$ cat src/rtl/sd_adder.sv
`timescale 1ns/1ps
module sd_adder #(
  parameter int NDIG  = 8,
  parameter int DW    = 5,
  parameter int RADIX = 10
) (
  input  logic                clk,
  input  logic                rst_n,
  input  logic [NDIG*DW-1:0]  x_in,
  input  logic [NDIG*DW-1:0]  y_in,
  input  logic                sub_in,
  output logic [NDIG*DW-1:0]  sum_out,
  output logic [1:0]          ovf_out,
  output logic                neg_out
);
  localparam int TW = NDIG*DW;
  localparam logic signed [DW:0]   RAD_S = (DW+1)'(RADIX);
  localparam logic signed [DW:0]   LIM_S = (DW+1)'(RADIX-1);
  localparam logic signed [DW-1:0] MARK  = {1'b1, {(DW-1){1'b0}}};

  logic signed [DW:0]   ps [NDIG];
  logic signed [DW:0]   iu [NDIG];
  logic signed [1:0]    tr [NDIG];
  logic signed [DW-1:0] sd [NDIG];
  logic [NDIG-1:0]      mark_hit;
  logic                 any_mark;
  logic                 neg_c, found;
  logic [TW-1:0]        sum_c;

  genvar i;
  generate
    for (i = 0; i < NDIG; i++) begin : g_dig
      logic signed [DW-1:0] xd, yd, ye;
      logic signed [1:0]    tin;
      assign xd = x_in[i*DW +: DW];
      assign yd = y_in[i*DW +: DW];
      assign ye = sub_in ? -yd : yd;
      assign mark_hit[i] = (xd == MARK) || (yd == MARK);
      assign ps[i] = {xd[DW-1], xd} + {ye[DW-1], ye};
      assign tr[i] = (ps[i] >= LIM_S) ? 2'sb01 : ((ps[i] <= -LIM_S) ? 2'sb11 : 2'sb00);
      assign iu[i] = (tr[i] == 2'sb01) ? ps[i] - RAD_S :
                     (tr[i] == 2'sb11) ? ps[i] + RAD_S : ps[i];
      if (i == 0) begin : g_lo
        assign tin = 2'sb00;
      end else begin : g_hi
        assign tin = tr[i-1];
      end
      assign sd[i] = DW'(iu[i] + {{(DW-1){tin[1]}}, tin});
      assign sum_c[i*DW +: DW] = sd[i];

      a_digit_range_R4: assert property (@(posedge clk) disable iff (!rst_n)
        !any_mark |=> ($signed(sum_out[i*DW +: DW]) <= $signed(LIM_S[DW-1:0]) &&
                       $signed(sum_out[i*DW +: DW]) >= -$signed(LIM_S[DW-1:0])));
    end
  endgenerate

  assign any_mark = |mark_hit;

  always_comb begin
    neg_c = 1'b0;
    found = 1'b0;
    if (tr[NDIG-1] != 2'sb00) begin
      neg_c = tr[NDIG-1][1];
      found = 1'b1;
    end
    for (int k = NDIG-1; k >= 0; k--) begin
      if (!found && sd[k] != '0) begin
        neg_c = sd[k][DW-1];
        found = 1'b1;
      end
    end
  end

  always_ff @(posedge clk or negedge rst_n) begin
    if (!rst_n) begin
      sum_out <= '0;
      ovf_out <= 2'b00;
      neg_out <= 1'b0;
    end else if (any_mark) begin
      sum_out <= {NDIG{MARK}};
      ovf_out <= 2'b00;
      neg_out <= 1'b0;
    end else begin
      sum_out <= sum_c;
      ovf_out <= tr[NDIG-1];
      neg_out <= neg_c;
    end
  end

  a_marker_R8: assert property (@(posedge clk) disable iff (!rst_n)
    any_mark |=> (sum_out == {NDIG{MARK}} && ovf_out == 2'b00 && !neg_out));

  a_top_pos_R5: assert property (@(posedge clk) disable iff (!rst_n)
    (!any_mark && ps[NDIG-1] >= LIM_S) |=> (ovf_out == 2'b01));

  a_top_neg_R5: assert property (@(posedge clk) disable iff (!rst_n)
    (!any_mark && ps[NDIG-1] <= -LIM_S) |=> (ovf_out == 2'b11));

  a_ovf_code_R5: assert property (@(posedge clk) disable iff (!rst_n)
    ovf_out != 2'b10);

  a_sign_up_R6: assert property (@(posedge clk) disable iff (!rst_n)
    (ovf_out == 2'b01) |-> !neg_out);

  a_sign_dn_R6: assert property (@(posedge clk) disable iff (!rst_n)
    (ovf_out == 2'b11) |-> neg_out);

  a_zero_R6: assert property (@(posedge clk) disable iff (!rst_n)
    (sum_out == '0 && ovf_out == 2'b00) |-> !neg_out);
endmodule

$ cat config.mk
export PLATFORM = sky130hd
export DESIGN_NAME = sd_adder
export DESIGN_NICKNAME = d
export VERILOG_FILES = /design/src/rtl/sd_adder.sv
export SDC_FILE = /design/constraint.sdc
export NUM_CORES = 1
export LEC_CHECK = 0
export CAP_MARGIN = 20
export CORE_ASPECT_RATIO = 0.8
export CORE_MARGIN = 1.5
export CORE_UTILIZATION = 50
export CTS_BUF_LIST = sky130_fd_sc_hd__clkbuf_4 sky130_fd_sc_hd__clkbuf_8
export DETAILED_ROUTE_END_ITERATION = 7
export DONT_BUFFER_PORTS = 1
export GPL_TIMING_DRIVEN = 0
export PLACE_DENSITY = 0.66
export SLEW_MARGIN = 25
export SYNTH_ARGS = -nofsm -noshare
export SYNTH_HDL_FRONTEND = slang
export SYNTH_SLANG_ARGS = --single-unit
$ cat constraint.sdc
create_clock -name clk -period 0.8 [get_ports clk]
set_clock_uncertainty 0.1 [all_clocks]
set_input_delay 0.08 -clock clk [delete_from_list [all_inputs] [get_ports clk]]
set_output_delay 0.08 -clock clk [all_outputs]
set_load 0.01 [all_outputs]
-- Word level (Yosys, flattened, before mapping)
Cells that the tools add are included.
- flip-flop bits (word level): 43
- input port bits: 83
- logic and storage cells: 184
- $add $sub $neg: 39
- order comparisons: 16
- eq/ne operators: 32
- multiplexer cells: 60
- reduce and logical (&&, ||, !) cells: 34
- operators by type and width (cell ; count):
    5-bit two-way mux ; 24
    5-bit == test (second input constant) ; 16
    5-bit by 5-bit adder with 6-bit output ; 8
    6-bit by 5-bit greater-or-equal comparator with 1-bit output (second input constant) ; 8
    6-bit by 5-bit less-or-equal comparator with 1-bit output (second input constant) ; 8
    5-bit adder (second input constant) ; 8
    40-bit two-way mux ; 1
    5-bit negation ; 8
    5-bit nonzero test ; 8
    5-bit subtractor (second input constant) ; 8
    5-bit adder ; 7
    2-bit two-way mux ; 17
    1-bit two-way mux ; 18
    2-bit by 1-bit == test with 1-bit output (second input constant) ; 8
    2-bit == test (second input constant) ; 8
    1-bit logical AND ; 8
    1-bit zero test ; 8
    1-bit logical OR ; 8
    8-bit OR reduction ; 1
    2-bit nonzero test ; 1

-- Logic depth before layout (Yosys ltp)
Gate-level depths: netlist of run 1.
- depth in word-level cells: 35
- mapped depth: 24
- mapped depth without buffers: 24

-- Least setup slack after synthesis of run 1
OpenSTA, ideal clock, no wires.
- path type: input to register
- start point: input port sub_in
- end point: register neg_out
- library setup time: 0.126 ns
- data arrival time: 4.808 ns
- data required time: 0.574 ns
- path slack: -4.234 ns
- stages on the path: 23
- buffers on the path: 2
- path through: clkbuf_1 -> buf_1 -> nand2_1 -> o21ai_0 -> inv_1 -> fa_1 -> inv_1 -> or3_1 -> and3_1 -> a221oi_1 -> a21o_1 -> nand2_1 -> ha_1 -> fa_1 -> a21o_1 -> a21oi_1 -> xor2_1 -> xnor2_1 -> or4_4 -> nand3_1 -> a2111o_1 -> a31oi_1 -> o311a_1
- longest elaborated chain between the ends: 34
- elaborated cells on any way between the ends: 146
- classes of those cells: add/sub: 31; order compare: 16; eq/ne: 16; mux: 58; reduce/logical: 25
- ends and longest elaborated chain (item ; RTL line ; source):
    start, declared ; 11 ; input logic sub_in,
    5-bit two-way mux ; 37 ; assign ye = sub_in ? -yd : yd;
    5-bit by 5-bit adder with 6-bit output ; 39 ; assign ps[i] = {xd[DW-1], xd} + {ye[DW-1], ye};
    6-bit by 5-bit less-or-equal comparator with 1-bit output ; 40 ; assign tr[i] = (ps[i] >= LIM_S) ? 2'sb01 : ((ps[i] <= -LIM_S) ? 2'sb11 : 2'sb00);
    2-bit two-way mux (2 in a row) ; 40 ;
    2-bit by 1-bit == test with 1-bit output ; 42 ; (tr[i] == 2'sb11) ? ps[i] + RAD_S : ps[i];
    5-bit two-way mux ; 42 ;
    5-bit two-way mux ; 41 ; assign iu[i] = (tr[i] == 2'sb01) ? ps[i] - RAD_S :
    5-bit adder ; 48 ; assign sd[i] = DW'(iu[i] + {{(DW-1){tin[1]}}, tin});
    [17 not listed] ; - ;
    1-bit two-way mux ; 67 ; if (!found && sd[k] != '0) begin
    1-bit zero test ; 67 ;
    1-bit logical AND ; 67 ;
    1-bit two-way mux ; 67 ;
    1-bit zero test ; 67 ;
    1-bit logical AND ; 67 ;
    1-bit two-way mux * ; 67 ;
    1-bit two-way mux * ; 79 ; end else if (any_mark) begin
    end signal, assigned ; 86 ; neg_out <= neg_c;
    end, declared ; 14 ; output logic neg_out
Mark *: on every way between the ends. The rest lies on a longest branch, timed or not.

-- Final worst setup path of run 1
Same ends and word-level chain as after synthesis.

==> reports/qor.txt, run 1 <==
die area -> 13,300 µm²
root buffer cell -> clkbuf_8
setup ws final -> -3.59 ns
Synth warnings -> 0
Max Slew Vio Count -> 0
Avg WL per Cell -> 19.2 µm
routed vias/inst -> 5.88
Congestion Overflow GR -> 0
via count -> 6,021
Synth area leaders -> ha_1, dfrtp_1, xnor2_1
Final Cycle Share -> 5.48
failing checks -> negative hold slack, negative setup slack
CTS max path bufs -> 2
top cell type's share of synthesized area -> 0.203
commonest non-fill, non-tap cell in the layout -> buf_4
Layout area overhead -> 46.5%
Lkg Pwr -> 4.05 nW
fmax -> 228 MHz
largest net degree at the start of global routing -> 44
Relative slew margins -> 0.571
Max VDD drop -> 0.00161 V
CTS tree -> yes
GRT Util Overall -> 0.284
number of global-route vias before repair -> 6,013
CTS H-tree lvls -> 2
worst-path fanout max -> 7
Mapped Nets -> 943
DP Worst Slack -> -4.39 ns
result of the run -> complete, but fails checks
filler instances -> 842
# diodes -> 0
Avg Synthesized Cell Area -> 8.47 µm²
sequential fraction of the synthesis area -> 0.171
DRT Pass-1 Iters -> 5
minimum clock period -> 4.39 ns
crit path launch type -> input port
# DRC -> 0
Sum Neg Setup Slack -> -99.26 ns
DP HPWL -> 13,800 µm
Cell variety after synth -> 73
Setup crit start -> sub_in
Die Y -> 103 µm
antenna violations before repair -> 0
pwr/cell area -> 3140 nW/µm²
die extent in x -> 128 µm
most frequent cells in the layout -> buf_4, ha_1, nor2_1, inv_1, dfrtp_1
global-route wire length before repair -> 29,400 µm
fin util -> 0.755
FF+latch count, synth -> 43
Worst-path clk slew -> 0.09 ns
clock buffer count from CTS -> 5
setup violators final -> 86
CP Class -> input port to flop
arrival time at the worst endpoint -> 4.48 ns
Synth area leader -> ha_1
initial core utilization -> 0.516
post-route ant nets -> 0
Core Box Area -> 12,200 µm²
Synth Flop Type -> dfrtp_1
Cell Area, Synth -> 6290 µm²
PortBufs -> 0
site row count -> 36
nets -> 1,052
fin area -> 9220 µm²
routability congestion estimate -> 0.860
Worst-Margin Slew -> 0.643 ns
fraction of registers with async set/reset -> 1.00
clock sink count -> 43
Fin. Hold Viols -> 43
EDFF count, synth -> 0
IO Pins -> 126
placed inst area -> 7190 µm²
hold crit path type -> input port to async pin
Max-cap violations -> 0
final hold slack -> -0.644 ns
Post-Synthesis Cells -> 743
share of post-route cells with drive strength above 1 -> 0.441
worst endpoint required time -> 0.89 ns
Initial DRC Count -> 273
Crit. End Element -> flop
final WL -> 19,700 µm
RSZ-0062 raised after global routing -> yes
[stage by stage]
stage          std cells  total power [mW]
2_1_floorplan        743              16.4
3_3_place_gp         914              18.8
3_5_place_dp         914              19.3
4_1_cts             1000              26.2
5_1_grt             1024              30.9
6_report            1024              29.0
[layout make-up]
type	count	area, µm²	area share
clock buffers	6	82.6	0.00896
plain buffers	12	148	0.0160
multi-input cells	619	6470	0.701
inverters	68	330	0.0358
repair buffers	103	886	0.0961
clock inverters	2	16.3	0.00176
flip-flops and latches	43	1080	0.117
well taps	171	214	0.0232
[sequential cells by signal (all words and copies together) (netlist names)]
| name | cells |
|---|---|
| ovf_out | 2 |
| neg_out | 1 |
| sum_out | 40 |
[Yosys cell counts, types with 10 or more instances]
cell	count
ha_1	102
inv_1	66
xnor2_1	57
nor2_1	56
a21oi_1	53
nand2_1	46
dfrtp_1	43
xor2_1	32
a21o_1	24
o21ai_0	24
nand2b_1	21
o22ai_1	19
and2_1	17
fa_1	15
nor4_1	13
nor3b_1	12
o31ai_1	11
nand3_1	10
nor2b_1	10
[where the power goes]
part           total, mW  internal, mW  switching (mW)
sequential          4.03          3.15           0.877
combinational       23.4          12.2            11.2
clock               1.54         0.706           0.830
[repair_timing]
item                                    4_1_cts  5_1_grt
buffers inserted                             82       27
pin swaps                                    71       68
resized for setup                           159       71
endpoints found under the hold margin        44       43
endpoints found under the setup margin       86       86
gates cloned                                  0        0
[metal layers]
metal | track usage | part of all wire | vias up
met4 | 0.0985 | 0.035 | 0
met3 | 0.0370 | 0.057 | 48
met2 | 0.490 | 0.47 | 225
met5 | 0 | 0 | -
li1 | - | - | 2832
met1 | 0.370 | 0.43 | 2916
[cells by family after synthesis]
logic type / after synthesis / synth area share
adders and majority gates: 117 / 0.250
muxes: 3 / 0.00497
xor gates and xnor gates: 92 / 0.132
buffers and inverters: 81 / 0.0497
and+or+nand+nor: 220 / 0.187
DFF: 43 / 0.171
AOI/OAI and AO/OA: 187 / 0.205
[worst max-delay path: stages]
cell and delay, ns:
clkbuf_16 0.14, buf_12 0.13, buf_4 0.11, buf_6 0.08
buf_6 0.09, nand2_2 0.04, o21ai_2 0.07, inv_2 0.06
fa_2 0.64, nand3b_1 0.16, nand3_1 0.14, nand2_1 0.10
o32ai_4 0.33, nand2_2 0.16, xnor2_4 0.18, fa_2 0.38
a21o_1 0.20, a21oi_2 0.14, xor2_1 0.18, xnor2_1 0.10
xnor2_1 0.34, a2111o_1 0.22, a31oi_2 0.09, o311a_1 0.30
[how the worst max path moves through the flow]
stage	to	cells past startpoint
final	neg_out	24
after global routing	neg_out	26
after CTS	neg_out	21
after detailed placement	neg_out	22
after global placement	neg_out	22
after floorplan	neg_out	23
Power figures use the tool's default switching activity.
==> inputs of run 2 (changes only) <==
Settings changed: CELL_PAD_IN_SITES_DETAIL_PLACEMENT set to 1, CELL_PAD_IN_SITES_GLOBAL_PLACEMENT set to 1, CORE_UTILIZATION 50 to 45, PLACE_DENSITY 0.66 to 0.77.
==> reports/qor.txt, run 2 (synthesis gave the netlist of run 1 again) <==
most frequent cells in the layout -> buf_4, ha_1, nor2_1, dfrtp_1, inv_1 (was buf_4, ha_1, nor2_1, inv_1, dfrtp_1)
hold crit path type -> input port to async pin (unchanged)
# diodes -> 0 (unchanged)
initial core utilization -> 0.463 (was 0.516)
final hold slack -> -0.674 ns (was -0.644 ns)
setup violators final -> 86 (unchanged)
# DRC -> 0 (unchanged)
Crit-path slowest cell -> or4_4 (was fa_2)
clock sink count -> 43 (unchanged)
buffers plus inverters on the worst setup path -> 4 (was 6)
final WL -> 34,300 µm (was 19,700 µm)
arrival time at the worst endpoint -> 5.04 ns (was 4.48 ns)
Layout area overhead -> 56.4% (was 46.5%)
commonest non-fill, non-tap cell in the layout -> buf_4 (unchanged)
fin util -> 0.724 (was 0.755)
Lkg Pwr -> 4.28 nW (was 4.05 nW)
worst-path fanout max -> 7 (unchanged)
Max VDD drop -> 0.00178 V (was 0.00161 V)
global-route wire length before repair -> 38,700 µm (was 29,400 µm)
Setup crit start -> sub_in (unchanged)
failing checks -> negative hold slack, negative setup slack (unchanged)
Worst-path clk slew -> 0.11 ns (was 0.09 ns)
crit path launch type -> input port (unchanged)
Relative slew margins -> 0.340 (was 0.571)
largest net degree at the start of global routing -> 44 (unchanged)
CTS tree -> yes (unchanged)
Max-cap violations -> 0 (unchanged)
fmax -> 202 MHz (was 228 MHz)
Avg WL per Cell -> 32.4 µm (was 19.2 µm)
CP Class -> input port to flop (unchanged)
clock buffer count from CTS -> 5 (unchanged)
DRT Pass-1 Iters -> 5 (unchanged)
post-route ant nets -> 0 (unchanged)
pwr/cell area -> 3420 nW/µm² (was 3140 nW/µm²)
RSZ-0062 raised after global routing -> yes (unchanged)
setup ws final -> -4.14 ns (was -3.59 ns)
Regs by FF count -> sum_out: 40 flops, ovf_out: 2 flops, neg_out: 1 flops (unchanged)
cell family with most CP delay -> compound AO/OA/AOI/OAI gates (unchanged)
GRT Util Overall -> 0.342 (was 0.284)
share of post-route cells with drive strength above 1 -> 0.504 (was 0.441)
Initial DRC Count -> 510 (was 273)
CTS H-tree lvls -> 2 (unchanged)
antenna violations before repair -> 1 (was 0)
die area -> 14,700 µm² (was 13,300 µm²)
nets -> 1,078 (was 1,052)
Max Slew Vio Count -> 0 (unchanged)
critical path cell sequence -> clkbuf_16 -> clkbuf_16 -> buf_4 -> buf_8 -> nor2_1 -> a21oi_1 -> ha_1 -> nor2b_2 -> nand2_2 -> and3_4 -> a221oi_2 -> a21o_1 -> nand2_2 -> ha_4 -> fa_2 -> a21o_1 -> a21oi_2 -> xor2_1 -> xnor2_1 -> or4_4 -> nand3_2 -> a2111o_1 -> a31oi_2 -> o311a_1 (was clkbuf_16 -> buf_12 -> buf_4 -> buf_6 -> buf_6 -> nand2_2 -> o21ai_2 -> inv_2 -> fa_2 -> nand3b_1 -> nand3_1 -> nand2_1 -> o32ai_4 -> nand2_2 -> xnor2_4 -> fa_2 -> a21o_1 -> a21oi_2 -> xor2_1 -> xnor2_1 -> xnor2_1 -> a2111o_1 -> a31oi_2 -> o311a_1)
filler instances -> 1,361 (was 842)
Final Cycle Share -> 6.18 (was 5.48)
die extent in x -> 135 µm (was 128 µm)
site row count -> 38 (was 36)
Power, Total -> 33.7 mW (was 29.0 mW)
Worst-Margin Slew -> 0.982 ns (was 0.643 ns)
Fin. Hold Viols -> 43 (unchanged)
critical path depth -> 24 (unchanged)
via count -> 7,257 (was 6,021)
crit path capture -> neg_out (unchanged)
PortBufs -> 0 (unchanged)
non-filler instance count after layout -> 1,059 (was 1,024)
number of flip-flops under the largest register name -> 40 (unchanged)
Core Box Area -> 13,600 µm² (was 12,200 µm²)
IO Pins -> 126 (unchanged)
Crit. End Element -> flop (unchanged)
Congestion Overflow GR -> 0 (unchanged)
result of the run -> complete, but fails checks (unchanged)
routed vias/inst -> 6.85 (was 5.88)
placed cells -> 923 (was 914)
minimum clock period -> 4.94 ns (was 4.39 ns)
CTS max path bufs -> 2 (unchanged)
number of global-route vias before repair -> 7,083 (was 6,013)
routability congestion estimate -> 0.839 (was 0.860)
DP HPWL -> 16,100 µm (was 13,800 µm)
Die Y -> 109 µm (was 103 µm)
largest stage delay on the critical path -> 0.46 ns (was 0.64 ns)
Largest Register -> sum_out (unchanged)
root buffer cell -> clkbuf_8 (unchanged)
worst endpoint required time -> 0.90 ns (was 0.89 ns)
==> run 2: changes by cell type in the layout (fill, tap and decap cells not counted), sizes merged <==
cell	delta
buf	+27
clkinvlp	+1
clkbuf	-2
==> run 2: repair_timing <==
| item | 4_1_cts | 5_1_grt |
|---|---|---|
| buffers inserted | 91 | 58 |
| pin swaps | 89 | 115 |
| setup endpoints to repair | 86 | 86 |
| gates resized for setup | 177 | 134 |
| hold endpoints to repair | 43 | 43 |
==> run 2: worst min path at each step <==
stage                  endpoint  slack (ns)
floorplan               neg_out       -0.32
global placement    sum_out[39]       -0.31
detailed placement  sum_out[39]       -0.31
CTS                 sum_out[39]       -0.66
global route        sum_out[12]       -0.68
finish               sum_out[0]       -0.67
==> run 2: final cells by class <==
class	instances	area, µm²	area share
buffer	11	144	0.0146
clock inverter	3	20.0	0.00203
timing repair buffer	130	1120	0.113
sequential	43	1080	0.109
tap	180	225	0.0229
multi-input combinational	619	6860	0.697
inverter	68	333	0.0338
clock buffer	5	68.8	0.00699
==> run 2: per-layer routing <==
layer	wire [µm]	track usage
met1	12100	0.388
met2	16700	0.629
met3	2640	0.0572
met4	2890	0.161
met5	0	0
==> run 2: report_power, final <==
part | switching (mW) | internal, mW | leakage (nW)
clock | 0.978 | 0.612 | 0.0402
sequential | 0.962 | 3.15 | 0.529
combinational | 15.0 | 13.0 | 3.71
total | 17.0 | 16.7 | 4.28
==> run 2: stage by stage <==
step | TNS [ns] | setup slack (ns) | area [µm²]
6_report | -112.04 | -4.14 | 9840
5_1_grt | -114.99 | -4.23 | 9840
4_1_cts | -97.54 | -3.70 | 8840
3_5_place_dp | -119.58 | -4.42 | 7210
3_3_place_gp | -113.40 | -4.29 | 7210
2_1_floorplan | -95.50 | -3.72 | 6980
